--- src/rtl/pwm_pkg.sv ---
// Package: shared widths and the decoded control-word type for the PWM block.
// Assumes: a single channel and a fixed 8-bit step width.
package pwm_pkg;
    localparam int STEP_W = 8;

    typedef struct packed {
        logic              run;
        logic              stop_lvl;
        logic [STEP_W-1:0] div;
        logic [STEP_W-1:0] duty;
    } pwm_cfg_t;
endpackage

--- src/rtl/pwm_cfg_reg.sv ---
// Control word storage. It captures the run bit, the stopped level, the divider
// and the duty fields on a write strobe, and presents the word for readback.
// Assumes: REG_W >= 2*W + 2. The bits between the duty/divider fields and the
// two top bits are not stored.
module pwm_cfg_reg
    import pwm_pkg::*;
#(
    parameter int REG_W = 32,
    parameter int W     = STEP_W
) (
    input  logic             clk,
    input  logic             rst_n,
    input  logic             wr_en,
    input  logic [REG_W-1:0] wr_data,
    output pwm_cfg_t         cfg,
    output logic [REG_W-1:0] rd_data
);
    localparam int RUN_BIT  = REG_W - 1;
    localparam int LVL_BIT  = REG_W - 2;
    localparam int DIV_LSB  = W;
    localparam int DUTY_LSB = 0;

    logic unused_gap;
    assign unused_gap = ^wr_data[LVL_BIT-1:2*W];

    // Capture the stored fields on a write strobe.
    always_ff @(posedge clk) begin
        if (!rst_n) begin
            cfg <= '0;
        end else if (wr_en) begin
            cfg.run      <= wr_data[RUN_BIT];
            cfg.stop_lvl <= wr_data[LVL_BIT];
            cfg.div      <= wr_data[DIV_LSB +: W];
            cfg.duty     <= wr_data[DUTY_LSB +: W];
        end
    end

    // Reassemble the readback word. The gap bits read as zero.
    always_comb begin
        rd_data                 = '0;
        rd_data[RUN_BIT]        = cfg.run;
        rd_data[LVL_BIT]        = cfg.stop_lvl;
        rd_data[DIV_LSB +: W]   = cfg.div;
        rd_data[DUTY_LSB +: W]  = cfg.duty;
    end
endmodule

--- src/rtl/pwm_tick_div.sv ---
// Clock divider. It issues one tick every N clocks while running, where N is the
// active divider value and 0 stands for 2**W. It is held at zero while stopped.
// Assumes: div_act changes only on the clock where a tick wraps the count, or
// while stopped.
module pwm_tick_div #(
    parameter int W = 8
) (
    input  logic         clk,
    input  logic         rst_n,
    input  logic         run,
    input  logic [W-1:0] div_act,
    output logic         tick,
    output logic [W-1:0] cnt
);
    logic [W-1:0] last;

    // The terminal count is N-1. Value 0 wraps to all ones, which gives 2**W.
    assign last = div_act - W'(1);
    assign tick = run && (cnt == last);

    // Count clocks inside one tick. Clear while stopped and on wrap.
    always_ff @(posedge clk) begin
        if (!rst_n || !run) begin
            cnt <= '0;
        end else if (cnt == last) begin
            cnt <= '0;
        end else begin
            cnt <= cnt + W'(1);
        end
    end

    p_cnt_in_range_r6: assert property (@(posedge clk) disable iff (!rst_n)
        run |-> (cnt <= last));
endmodule

--- src/rtl/pwm_frame.sv ---
// Frame sequencer. It holds the active divider and duty values, steps the frame
// position on each tick, and compares the position with the duty value.
// Assumes: the tick comes from pwm_tick_div. The active values load while
// stopped and at each frame wrap.
module pwm_frame #(
    parameter int W = 8
) (
    input  logic         clk,
    input  logic         rst_n,
    input  logic         run,
    input  logic         tick,
    input  logic [W-1:0] new_div,
    input  logic [W-1:0] new_duty,
    output logic [W-1:0] div_act,
    output logic [W-1:0] duty_act,
    output logic [W-1:0] pos,
    output logic         level_hi
);
    logic frame_end;

    assign frame_end = tick && (pos == '1);
    assign level_hi  = (pos >= duty_act);

    // Load the staged settings while stopped or at a frame boundary.
    always_ff @(posedge clk) begin
        if (!rst_n) begin
            div_act  <= '0;
            duty_act <= '0;
        end else if (!run || frame_end) begin
            div_act  <= new_div;
            duty_act <= new_duty;
        end
    end

    // Step the frame position once per tick. Hold at zero while stopped.
    always_ff @(posedge clk) begin
        if (!rst_n || !run) begin
            pos <= '0;
        end else if (tick) begin
            pos <= pos + W'(1);
        end
    end

    p_shadow_hold_r8: assert property (@(posedge clk) disable iff (!rst_n)
        (run && !frame_end) |=> ($stable(duty_act) && $stable(div_act)));

    p_frame_wrap_r6: assert property (@(posedge clk) disable iff (!rst_n)
        (run && frame_end) |=> (pos == '0));
endmodule

--- src/rtl/pwm_prescaled.sv ---
// Top of the single-channel PWM generator: the control word, the divider and
// the frame sequencer. The generator runs one clock after the run bit is stored.
// Assumes: software keeps the duty value within 1..255.
module pwm_prescaled
    import pwm_pkg::*;
#(
    parameter int REG_W = 32,
    parameter int W     = STEP_W
) (
    input  logic             clk,
    input  logic             rst_n,
    input  logic             wr_en,
    input  logic [REG_W-1:0] wr_data,
    output logic [REG_W-1:0] rd_data,
    output logic             pwm_out
);
    pwm_cfg_t     cfg;
    logic         run;
    logic         tick;
    logic [W-1:0] div_cnt;
    logic [W-1:0] div_act;
    logic [W-1:0] duty_act;
    logic [W-1:0] frame_pos;
    logic         level_hi;

    pwm_cfg_reg #(.REG_W(REG_W), .W(W)) u_reg (
        .clk     (clk),
        .rst_n   (rst_n),
        .wr_en   (wr_en),
        .wr_data (wr_data),
        .cfg     (cfg),
        .rd_data (rd_data)
    );

    // Delay the run bit by one clock. Counters clear while this is low.
    always_ff @(posedge clk) begin
        if (!rst_n) run <= 1'b0;
        else        run <= cfg.run;
    end

    pwm_tick_div #(.W(W)) u_div (
        .clk     (clk),
        .rst_n   (rst_n),
        .run     (run),
        .div_act (div_act),
        .tick    (tick),
        .cnt     (div_cnt)
    );

    pwm_frame #(.W(W)) u_frame (
        .clk      (clk),
        .rst_n    (rst_n),
        .run      (run),
        .tick     (tick),
        .new_div  (cfg.div),
        .new_duty (cfg.duty),
        .div_act  (div_act),
        .duty_act (duty_act),
        .pos      (frame_pos),
        .level_hi (level_hi)
    );

    // Select between the modulated level and the stopped level.
    assign pwm_out = run ? level_hi : cfg.stop_lvl;

    p_restart_r5: assert property (@(posedge clk) disable iff (!rst_n)
        $rose(run) |-> (div_cnt == '0 && frame_pos == '0));

    p_stop_r10: assert property (@(posedge clk) disable iff (!rst_n)
        $fell(cfg.run) |=> !run);
endmodule

--- config.mk ---
export PLATFORM = sky130hd
export DESIGN_NAME = pwm_prescaled
export DESIGN_NICKNAME = d
export VERILOG_FILES = /design/src/rtl/pwm_pkg.sv /design/src/rtl/pwm_cfg_reg.sv /design/src/rtl/pwm_tick_div.sv /design/src/rtl/pwm_frame.sv /design/src/rtl/pwm_prescaled.sv
export SDC_FILE = /design/constraint.sdc
export NUM_CORES = 1
export LEC_CHECK = 0
export ABC_AREA = 1
export BUFFER_PORTS_ARGS = -buffer_cell sky130_fd_sc_hd__buf_2
export CORE_MARGIN = 5
export CORE_UTILIZATION = 45
export CTS_CLUSTER_DIAMETER = 80
export DETAILED_ROUTE_END_ITERATION = 8
export PLACE_DENSITY = 0.69
export SLEW_MARGIN = 0
export SYNTH_ARGS = -nofsm -noshare
export SYNTH_HDL_FRONTEND = slang
export SYNTH_SLANG_ARGS = --single-unit
--- constraint.sdc ---
create_clock -name clk -period 3.7 [get_ports clk]
set_input_delay 0.185 -clock clk [delete_from_list [all_inputs] [get_ports clk]]
set_output_delay 0.185 -clock clk [all_outputs]
set_load 0.05 [all_outputs]
==> run metrics <==
DP Worst Slack=1490 ps; Slew @ Worst Pin=904 ps; CP required=3910 ps; cell taking the most area after synthesis=dfxtp_1; GRT Total Usage=0.151; YS warnings=0; htree depth=2; Synth area leaders=dfxtp_1 (37%), nand2_1 (13%), inv_1 (7.9%), nor2_1 (6.0%), nand3_1 (5.1%); share of cells above drive strength 1=0.140; post-synth top area share=0.368; Top Ports=68; DRC=0; Cell Area, Synth=2770 sq um; via/cell ratio=roughly 4.6; crit share post-route=0.602; Ant. Diodes=0; largest net degree at the start of global routing=37; fmax=449 MHz; core area=roughly 6000 sq um; post-CTS setup buffers=0; Hold Path Class=in -> reg; Peak VDD IR=0.000228 V; origin of the worst setup path=u_frame.div_act[0]$_SDFFE_PN0P_; aggregate routed wire length=5480 microns; launch point of the worst reg-to-reg path=u_frame.div_act[0]$_SDFFE_PN0P_; Final Skew=between 8 and 9 ps; Yosys reg bits=between 50 and 60; Buffers on Ports=39; Final Net Count=488; Hold-fix buffers, CTS=0; clk_lat worst skew=between 300 and 400 ps; Yosys cell types=30; crit path kind=reg -> reg; GPL Wtd Cong=slightly below 0.8; Clock Tree Root=clkbuf_8; DRT Pass-1 Iters=4; WL/cell=10.6 microns; TritonCTS Buffers=5; worst-path maximum fanout=16; Post-synth EDFFs=0; PnR worst setup slack=approximately 1500 ps; cell with the most instances after synthesis=nand2_1; Max Root-Sink Buffers=2; register area share after synthesis=0.368; first-pass GRT wire length=roughly 9600 microns; cells after synthesis=409; Synth top cells by count=nand2_1 (96), inv_1 (58), dfxtp_1 (51); type of element capturing the critical path=register; final hold vios=0; Setup violations, final=0; MaxCap Viol Count=0; fin crit period=2230 ps; CP Launch Type=register; Final Slew Violations=0; Area Growth Syn to Fin=10.6%; First DRT Iteration DRCs=around 110; setup TNS=0 ps; unrepaired setup endpoints after global routing=no; clk sinks=about 50; leakage power=0.00151 uW; FF-to-FF setup slack=around 1500 ps; filler cell count=roughly 600; Slew headroom=0.396; post_cts resized=0; chip height=roughly 90 microns; Final ANT Viol Nets=0; PD cells=411 nW/um^2; Synth Area per Inst=between 6 and 7 sq um; TritonCTS clock tree=yes; outcome=complete, no violations; async set-reset flop share out of synthesis=0; prevailing post-synth register cell=dfxtp_1; Clock Pin Slew Worst Setup and Hold Paths=roughly 90 ps; vias in the first global route=2203; hold_sp=wr_data[31]; Vias=between 2000 and 2500; initial antenna violation count=0; Rows=28; Final Power=1260 uW; Die Wd=88.5 microns; starting density of the core=0.465; CP arrival=between 2000 and 2500 ps; Die Area=just under 8000 sq um; grt total ovfl=0; dpl hpwl=about 4000 microns
-- placed cells by master, fill, tap and decap left out, drive strengths merged --
cell / netlist / layout
nor3: 5 / 5
xnor2: 2 / 2
conb: 1 / 14
bufinv: 0 / 1
clkinv: 10 / 10
xor2: 8 / 8
o21ai: 25 / 25
buf: 16 / 39
dfxtp: 51 / 51
ha: 11 / 11
nand4: 3 / 3
nor3b: 1 / 1
a21oi: 25 / 25
nand3: 29 / 29
nor4: 2 / 2
nand2: 98 / 98
o2111ai: 1 / 1
nor2: 47 / 47
inv: 64 / 65
clkbuf: 10 / 6
-- power by group --
part	leakage, uW	internal (uW)	switching (uW)
combinational	0.00103	67.9	183
sequential	0.000419	575	19.3
clock	0.0000618	223	191
total	0.00151	866	394
-- registers in the layout, indices dropped and copies added (netlist names) --
signal / flops
u_frame.div_act: 8
u_frame.duty_act: 8
run: 1
u_div.cnt: 8
u_reg.cfg: 18
u_frame.pos: 8
-- worst max-delay path, stage by stage (launching register included) --
cell	delay, ps
dfxtp_1	360
inv_2	100
ha_1	250
nand2_1	100
nor2_1	170
nand2_1	110
nand3_1	90
nand2_1	80
nor2_4	160
nand2_4	80
o21ai_4	390
nand2_1	120
inv_1	70
nor2_1	40
-- metrics by stage --
stage          utilization  cell area, sq um  cells  hold slack [ps]
6_report             0.514              3060    518              103
5_1_grt              0.514              3060    518              101
4_1_cts              0.514              3060    518             90.4
3_5_place_dp         0.494              2940    510              415
3_3_place_gp         0.494              2940    510              406
2_1_floorplan            -              2820    422              320
-- path summary, 6_finish.rpt --
kind,end,depth (start not counted)
worst max-delay path,u_frame.div_act[2]$_SDFFE_PN0P_,13
worst min-delay path,u_reg.cfg[17]$_SDFFE_PN0P_,3
worst max register to register,u_frame.div_act[2]$_SDFFE_PN0P_,13
worst min register to register,run$_SDFF_PN0_,2
-- layer usage --
| layer | track usage | vias to the layer above | routed length [microns] |
|---|---|---|---|
| li1 | - | 1300 | - |
| met1 | 0.202 | 1016 | 2690 |
| met2 | 0.247 | 63 | 2440 |
| met3 | 0.0261 | 5 | 287 |
| met4 | 0.0495 | 0 | 62 |
| met5 | 0 | - | 0 |
-- logic make-up after synthesis --
group / after synthesis / share of synthesized area
adder cells (fa/ha/maj): 11 / 0.0497
other: 1 / 0.00135
AND/OR/NAND/NOR: 185 / 0.291
flip-flops: 51 / 0.368
AO/OA/AOI/OAI: 51 / 0.0975
XOR/XNOR: 10 / 0.0316
buffers and inverters: 100 / 0.160
-- layout make-up --
| class | instances | area (sq um) | share of cell area |
|---|---|---|---|
| timing repair buffer | 39 | 195 | 0.0637 |
| sequential | 51 | 1020 | 0.333 |
| inverter | 74 | 278 | 0.0906 |
| tap | 75 | 93.8 | 0.0306 |
| clock inverter | 2 | 38.8 | 0.0127 |
| multi-input combinational | 271 | 1360 | 0.442 |
| clock buffer | 6 | 82.6 | 0.0269 |
No activity file was read; power rests on OpenSTA's default activity.
